<file path="src/rtl/bus_idle_gap_pkg.sv">
package bus_idle_gap_pkg;

  // Direction/space category of an access pair
  typedef enum logic [2:0] {
    CAT_AFTER_WR  = 3'd0,
    CAT_RW_DIFF   = 3'd1,
    CAT_RW_SAME   = 3'd2,
    CAT_RR_DIFF   = 3'd3,
    CAT_RR_SAME   = 3'd4
  } gap_cat_e;

  function automatic gap_cat_e pick_cat(input logic prev_wr, input logic next_wr,
                                        input logic same_space);
    if (prev_wr) return CAT_AFTER_WR;
    if (next_wr) return same_space ? CAT_RW_SAME : CAT_RW_DIFF;
    return same_space ? CAT_RR_SAME : CAT_RR_DIFF;
  endfunction

  function automatic int unsigned larger(input int unsigned a, input int unsigned b);
    return (a > b) ? a : b;
  endfunction

  function automatic logic dma_gap_applies(input logic prev_dma, input logic next_dma,
                                           input logic any_mode);
    return prev_dma && (any_mode || next_dma);
  endfunction

endpackage

</file>
<file path="src/rtl/bus_idle_gap_hist.sv">
module bus_idle_gap_hist #(
  parameter int unsigned SPW = 2
) (
  input  logic           clk,
  input  logic           rst_n,
  input  logic           grant_i,
  input  logic           end_i,
  input  logic           nxt_write,
  input  logic [SPW-1:0] nxt_space,
  input  logic           nxt_dma,
  output logic           in_access,
  output logic           have_prev,
  output logic           prev_write,
  output logic [SPW-1:0] prev_space,
  output logic           prev_dma,
  output logic           end_evt
);

  assign end_evt = in_access && end_i;

  always_ff @(posedge clk) begin
    if (!rst_n) begin
      in_access  <= 1'b0;
      have_prev  <= 1'b0;
      prev_write <= 1'b0;
      prev_space <= '0;
      prev_dma   <= 1'b0;
    end else begin
      if (grant_i) begin
        in_access  <= 1'b1;
        prev_write <= nxt_write;
        prev_space <= nxt_space;
        prev_dma   <= nxt_dma;
      end else if (end_evt) begin
        in_access <= 1'b0;
        have_prev <= 1'b1;
      end
    end
  end

  // A start may only be granted while no access runs
  assert_grant_when_free_R10: assert property (@(posedge clk) disable iff (!rst_n)
    grant_i |-> !in_access);

  // The access that ended becomes the reference for the next gap
  assert_end_sets_prev_R5: assert property (@(posedge clk) disable iff (!rst_n)
    end_evt |=> (have_prev && !in_access && $stable(prev_space)));

endmodule

</file>
<file path="src/rtl/bus_idle_gap_sel.sv">
module bus_idle_gap_sel
  import bus_idle_gap_pkg::*;
#(
  parameter int unsigned NSPACE = 4,
  parameter int unsigned FW     = 3,
  localparam int unsigned SPW   = $clog2(NSPACE),
  localparam int unsigned WIDE  = NSPACE * FW
) (
  input  logic            clk,
  input  logic            rst_n,
  input  logic            prev_write,
  input  logic [SPW-1:0]  prev_space,
  input  logic            prev_dma,
  input  logic            nxt_write,
  input  logic [SPW-1:0]  nxt_space,
  input  logic            nxt_dma,
  input  logic [WIDE-1:0] cfg_gap_wr,
  input  logic [WIDE-1:0] cfg_gap_rw_diff,
  input  logic [WIDE-1:0] cfg_gap_rw_same,
  input  logic [WIDE-1:0] cfg_gap_rr_diff,
  input  logic [WIDE-1:0] cfg_gap_rr_same,
  input  logic [FW-1:0]   cfg_dma_gap,
  input  logic            cfg_dma_any,
  output logic [FW-1:0]   norm_need,
  output logic            dma_hit,
  output logic [FW-1:0]   need
);

  logic [FW-1:0] wr_a     [NSPACE];
  logic [FW-1:0] rwd_a    [NSPACE];
  logic [FW-1:0] rws_a    [NSPACE];
  logic [FW-1:0] rrd_a    [NSPACE];
  logic [FW-1:0] rrs_a    [NSPACE];

  for (genvar g = 0; g < NSPACE; g++) begin : g_unpack
    assign wr_a[g]  = cfg_gap_wr[g*FW +: FW];
    assign rwd_a[g] = cfg_gap_rw_diff[g*FW +: FW];
    assign rws_a[g] = cfg_gap_rw_same[g*FW +: FW];
    assign rrd_a[g] = cfg_gap_rr_diff[g*FW +: FW];
    assign rrs_a[g] = cfg_gap_rr_same[g*FW +: FW];
  end

  gap_cat_e cat;
  logic     same_space;

  assign same_space = (prev_space == nxt_space);
  assign cat        = pick_cat(prev_write, nxt_write, same_space);

  always_comb begin
    unique case (cat)
      CAT_AFTER_WR: norm_need = wr_a[prev_space];
      CAT_RW_DIFF:  norm_need = rwd_a[prev_space];
      CAT_RW_SAME:  norm_need = rws_a[prev_space];
      CAT_RR_DIFF:  norm_need = rrd_a[prev_space];
      CAT_RR_SAME:  norm_need = rrs_a[prev_space];
      default:      norm_need = '0;
    endcase
  end

  assign dma_hit = dma_gap_applies(prev_dma, nxt_dma, cfg_dma_any);
  assign need    = dma_hit ? FW'(larger(int'(norm_need), int'(cfg_dma_gap))) : norm_need;

  // Without a DMA match the normal category alone decides
  assert_dma_gate_R6: assert property (@(posedge clk) disable iff (!rst_n)
    !dma_hit |-> (need == norm_need));

  // A DMA match never shortens the gap below either source
  assert_dma_max_R8: assert property (@(posedge clk) disable iff (!rst_n)
    dma_hit |-> ((need >= norm_need) && (need >= cfg_dma_gap)));

  // Any-mode: an externally driven DMA access always triggers the DMA rule
  assert_dma_any_R7: assert property (@(posedge clk) disable iff (!rst_n)
    (cfg_dma_any && prev_dma) |-> dma_hit);

endmodule

</file>
<file path="src/rtl/bus_idle_gap_cnt.sv">
module bus_idle_gap_cnt #(
  parameter int unsigned FW = 3
) (
  input  logic          clk,
  input  logic          rst_n,
  input  logic          clear_i,
  input  logic          run_i,
  output logic [FW-1:0] elapsed
);

  localparam logic [FW-1:0] CNT_TOP = '1;

  logic at_top;
  assign at_top = (elapsed == CNT_TOP);

  always_ff @(posedge clk) begin
    if (!rst_n) begin
      elapsed <= '0;
    end else if (clear_i) begin
      elapsed <= '0;
    end else if (run_i && !at_top) begin
      elapsed <= elapsed + 1'b1;
    end
  end

  // Idle time is never lost while waiting: no wrap, only saturation
  assert_no_wrap_R9: assert property (@(posedge clk) disable iff (!rst_n)
    !clear_i |=> (elapsed >= $past(elapsed)));

  assert_clear_zero_R9: assert property (@(posedge clk) disable iff (!rst_n)
    clear_i |=> (elapsed == '0));

endmodule

</file>
<file path="src/rtl/bus_idle_gap.sv">
module bus_idle_gap
  import bus_idle_gap_pkg::*;
#(
  parameter int unsigned NSPACE = 4,
  parameter int unsigned FW     = 3,
  localparam int unsigned SPW   = $clog2(NSPACE),
  localparam int unsigned WIDE  = NSPACE * FW
) (
  input  logic            clk,
  input  logic            rst_n,
  input  logic            req_valid,
  input  logic            req_write,
  input  logic [SPW-1:0]  req_space,
  input  logic            req_dma_ext,
  output logic            req_ready,
  input  logic            acc_end,
  input  logic [WIDE-1:0] cfg_gap_wr,
  input  logic [WIDE-1:0] cfg_gap_rw_diff,
  input  logic [WIDE-1:0] cfg_gap_rw_same,
  input  logic [WIDE-1:0] cfg_gap_rr_diff,
  input  logic [WIDE-1:0] cfg_gap_rr_same,
  input  logic [FW-1:0]   cfg_dma_gap,
  input  logic            cfg_dma_any,
  output logic            busy
);

  localparam logic [FW-1:0] CNT_TOP = '1;

  logic           grant;
  logic           in_access;
  logic           have_prev;
  logic           prev_write;
  logic [SPW-1:0] prev_space;
  logic           prev_dma;
  logic           end_evt;
  logic [FW-1:0]  norm_need;
  logic           dma_hit;
  logic [FW-1:0]  need;
  logic [FW-1:0]  elapsed;
  logic           gap_met;
  logic           held_off;

  bus_idle_gap_hist #(.SPW(SPW)) u_hist (
    .clk        (clk),
    .rst_n      (rst_n),
    .grant_i    (grant),
    .end_i      (acc_end),
    .nxt_write  (req_write),
    .nxt_space  (req_space),
    .nxt_dma    (req_dma_ext),
    .in_access  (in_access),
    .have_prev  (have_prev),
    .prev_write (prev_write),
    .prev_space (prev_space),
    .prev_dma   (prev_dma),
    .end_evt    (end_evt)
  );

  bus_idle_gap_sel #(.NSPACE(NSPACE), .FW(FW)) u_sel (
    .clk             (clk),
    .rst_n           (rst_n),
    .prev_write      (prev_write),
    .prev_space      (prev_space),
    .prev_dma        (prev_dma),
    .nxt_write       (req_write),
    .nxt_space       (req_space),
    .nxt_dma         (req_dma_ext),
    .cfg_gap_wr      (cfg_gap_wr),
    .cfg_gap_rw_diff (cfg_gap_rw_diff),
    .cfg_gap_rw_same (cfg_gap_rw_same),
    .cfg_gap_rr_diff (cfg_gap_rr_diff),
    .cfg_gap_rr_same (cfg_gap_rr_same),
    .cfg_dma_gap     (cfg_dma_gap),
    .cfg_dma_any     (cfg_dma_any),
    .norm_need       (norm_need),
    .dma_hit         (dma_hit),
    .need            (need)
  );

  bus_idle_gap_cnt #(.FW(FW)) u_cnt (
    .clk     (clk),
    .rst_n   (rst_n),
    .clear_i (end_evt),
    .run_i   (have_prev && !in_access),
    .elapsed (elapsed)
  );

  assign gap_met   = !have_prev || (elapsed >= need);
  assign req_ready = !in_access && gap_met;
  assign grant     = req_valid && req_ready;
  assign held_off  = req_valid && !req_ready;
  assign busy      = in_access || held_off;

  // Nothing to wait for before the first completed access
  assert_fresh_ready_R1: assert property (@(posedge clk) disable iff (!rst_n)
    (!have_prev && !in_access) |-> req_ready);

  // A started access is reported as a bus cycle in progress
  assert_busy_after_grant_R11: assert property (@(posedge clk) disable iff (!rst_n)
    grant |=> busy);

  // A saturated idle count satisfies every field value
  assert_no_penalty_R9: assert property (@(posedge clk) disable iff (!rst_n)
    (!in_access && have_prev && elapsed == CNT_TOP) |-> req_ready);

  // No start in the cycle that ends the running access
  assert_end_blocks_R10: assert property (@(posedge clk) disable iff (!rst_n)
    end_evt |-> !req_ready);

endmodule

</file>
<file path="config.mk">
export PLATFORM = sky130hd
export DESIGN_NAME = bus_idle_gap
export DESIGN_NICKNAME = d
export VERILOG_FILES = /design/src/rtl/bus_idle_gap_pkg.sv /design/src/rtl/bus_idle_gap_hist.sv /design/src/rtl/bus_idle_gap_sel.sv /design/src/rtl/bus_idle_gap_cnt.sv /design/src/rtl/bus_idle_gap.sv
export SDC_FILE = /design/constraint.sdc
export NUM_CORES = 1
export LEC_CHECK = 0
export BUFFER_PORTS_ARGS = -buffer_cell sky130_fd_sc_hd__buf_2
export CORE_MARGIN = 1.5
export CORE_UTILIZATION = 46
export CTS_CLUSTER_SIZE = 20
export DETAILED_ROUTE_END_ITERATION = 12
export GPL_TIMING_DRIVEN = 0
export PLACE_DENSITY_LB_ADDON = 0.1
export SYNTH_ARGS = -nofsm -noshare
export SYNTH_HDL_FRONTEND = slang
export SYNTH_HIERARCHICAL = 1
export SYNTH_SLANG_ARGS = --single-unit
</file>
<file path="constraint.sdc">
create_clock -name clk -period 8.86 [get_ports clk]
set_clock_uncertainty 0.2 [all_clocks]
set_input_delay 1.772 -clock clk [delete_from_list [all_inputs] [get_ports clk]]
set_output_delay 1.772 -clock clk [all_outputs]
set_load 0.01 [all_outputs]
</file>
==> metrics.md <==
| Metric | Value |
|---|---|
| Run status | `completed` |
| Synthesized flop and latch total | `9` |
| Drt first pass iters | `4` |
| Antenna violations before repair | `0` |
| Final Hold Fails | `0` |
| Reg clk slew, reported paths | `0.06 ns` |
| Initial Utilization | `0.481` |
| End of the worst hold path | `u_hist/have_prev` |
| Hold Slack | `0.310 ns` |
| Crit. End Element | `output port` |
| Worst-Margin Slew | `0.728 ns` |
| Critical path class | `input port to output port` |
| Layout area overhead | `36.3%` |
| Final Cycle Share | `0.899` |
| Global-route usage over all layers | `0.202` |
| Worst EP arrival | `5.99 ns` |
| Gp weighted congestion | `0.731` |
| Hold depth | `1` |
| DR vias/cell | `5.15` |
| RSZ-0062 raised after global routing | `no` |
| Synth cell types | `31` |
| Clk buf depth | `2` |
| Cell Area, Synth | `1180 µm²` |
| Synthesized area per cell | `11.1 µm²` |
| Critical path launch point | `req_space[1]` |
| Total core area | `2450 µm²` |
| Residual DRC | `0` |
| Final HPWL from detailed placement | `2310 µm` |
| Antenna Nets Post-Route | `0` |
| Cts bufs inserted | `3` |
| Setup_tns | `0 ns` |
| Postcts setup bufs | `0` |
| Lkg Pwr | `0.776 nW` |
| Clock sinks | `9` |
| Reg2reg start | `u_hist/prev_space[0]` |
| Layout cell share with drive strength beyond 1 | `0.596` |
| Nets | `265` |
| Net Count, Synth | `187` |
| Clock Root Buffer | `clkbuf_4` |
| Crit-path max FO | `6` |
| FMAX | `0.126 GHz` |
| CTS tree | `yes` |
| Largest net degree at the start of global routing | `11` |
| Worst Hold Launch | `u_hist/have_prev` |
| Post_cts resized | `0` |
| Max-cap viol count | `0` |
| Post-Route WL | `2620 µm` |
| Cell Pwr Density | `107 nW/µm²` |
| First-pass GRT wire length | `4370 µm` |
| WP data required | `6.89 ns` |
| IO Pins | `74` |
| H-tree Lvls | `1` |
| PortBufs | `73` |
| Startpoint types | `input port` |
| VDD IR max | `0.0953 mV` |
| Rel. slew slack | `0.514` |
| R2r setup slk | `3.62 ns` |
| Vias in the first global route | `1031` |
| Period minus WS final | `7.96 ns` |
| Die span in x | `53.7 µm` |
| DR WL/cell | `12.3 µm` |
| Drt first-iter violations | `15` |
| Via Count | `1098` |
| Synth warn | `6` |
| Grt ovf | `0` |
| Clk Latency, worst-skew pair | `0.25 ns` |
| Final setup violation count | `0` |
| Worst hold path class | `register to register` |
| Die H | `53.7 µm` |
| Reg-to-Reg End | `u_hist/prev_write` |
| Mapped Cells | `106` |
| Slew Viols, Final | `0` |
| Row count | `18` |
| Register area share after synthesis | `0.153` |
| ANT cells | `0` |
| Hold Buf Count CTS | `0` |
| Reg2reg path depth | `22` |
| Die ar. | `2880 µm²` |
## synthesized netlist by cell type, drive strengths merged
cell type,n,area share
a211oi,1,0.0064
nand2b,2,0.011
a221oi,1,0.013
o21a,2,0.013
xnor2,1,0.0074
nor2b,8,0.049
nor3b,3,0.019
or2b,1,0.0064
ha,9,0.095
mux2i,9,0.076
a22oi,3,0.019
and2,2,0.011
a22o,1,0.0074
nand2,3,0.0095
nor2,7,0.024
buf,5,0.044
o21ai,5,0.031
xor2,2,0.015
mux2,6,0.060
a21o,1,0.0064
dfxtp,9,0.15
inv,8,0.025
nand3,1,0.0042
mux4,15,0.29
o21ba,1,0.0085
## final cells by class
type	instances	area, µm²
clock buffers	4	26.3
flip-flops and latches	9	180
repair buffers	73	365
inverters	8	30.0
multi-input cells	84	918
fillers	209	845
well taps	30	37.5
plain buffers	5	52.6
## logic make-up after synthesis
kind of cell,count (synthesis),synth area share
buf+inv,13,0.0699
flops,9,0.153
simple gates,27,0.133
xor+xnor,3,0.0222
compound gates,15,0.104
mux,30,0.423
fa+ha+maj,9,0.0953
## where the power goes
part	internal (mW)	switching (mW)	leakage [nW]
Sequential	0.0428	0.00184	0.0736
Clock	0.0173	0.0134	0.0150
Combinational	0.0559	0.0413	0.688
Total	0.116	0.0565	0.776
## critical path: stages
cell	delay, ns
buf_2	0.11
xor2_1	0.23
nor2_2	0.11
ha_1	0.32
nor3b_1	0.62
a22oi_1	0.20
mux2_2	0.31
o21ai_2	0.07
inv_1	0.06
ha_1	0.26
nand3_1	0.07
o21ai_0	0.07
o21ai_0	0.36
mux2_2	0.39
ha_1	0.28
nand2b_1	0.15
a221oi_2	0.33
a21o_1	0.16
buf_2	0.12
## routing by layer
metal | vias up | wire, µm | track usage
li1 | 555 | - | -
met5 | - | 0 | 0
met3 | 0 | 157 | 0.0278
met4 | 0 | 0 | 0.0598
met2 | 39 | 1280 | 0.339
met1 | 504 | 1180 | 0.269
## placed cells by master (no fill, tap or decap), types with 2 or more instances in the layout
| master | count |
|---|---|
| a22oi_1 | 3 |
| and2_1 | 2 |
| buf_2 | 75 |
| buf_6 | 2 |
| clkbuf_4 | 3 |
| dfxtp_1 | 9 |
| ha_1 | 9 |
| inv_1 | 8 |
| mux2_2 | 5 |
| mux2i_1 | 9 |
| mux4_2 | 15 |
| nand2_1 | 3 |
| nand2b_1 | 2 |
| nor2_1 | 6 |
| nor2b_1 | 7 |
| nor3b_1 | 3 |
| o21a_1 | 2 |
| o21ai_0 | 2 |
| o21ai_2 | 3 |
| xor2_1 | 2 |
## sequential cells by signal (all words and copies together) (netlist names)
| name | flops |
|---|---|
| u_cnt/elapsed | 3 |
| u_hist/have_prev | 1 |
| u_hist/prev_write | 1 |
| u_hist/in_access | 1 |
| u_hist/prev_dma | 1 |
| u_hist/prev_space | 2 |
## worst max-delay path by stage
stage,to,slack [ns],cells past startpoint
after floorplan,busy,1.59,17
after global placement,busy,1.01,19
after detailed placement,busy,0.91,19
after CTS,busy,0.90,19
after global routing,busy,0.55,19
final,busy,0.90,19
## per-stage QoR
stage	total power, mW	worst slack [ns]	std cells	util	cell area (µm²)
final	0.172	0.897	213	0.656	1610
after global routing	0.189	0.553	213	0.656	1610
after CTS	0.176	0.900	213	0.656	1610
after detailed placement	0.144	0.906	209	0.645	1580
after global placement	0.140	1.01	209	0.645	1580
after floorplan	0.115	1.59	106	-	1180
Power figures use the tool's default switching activity.
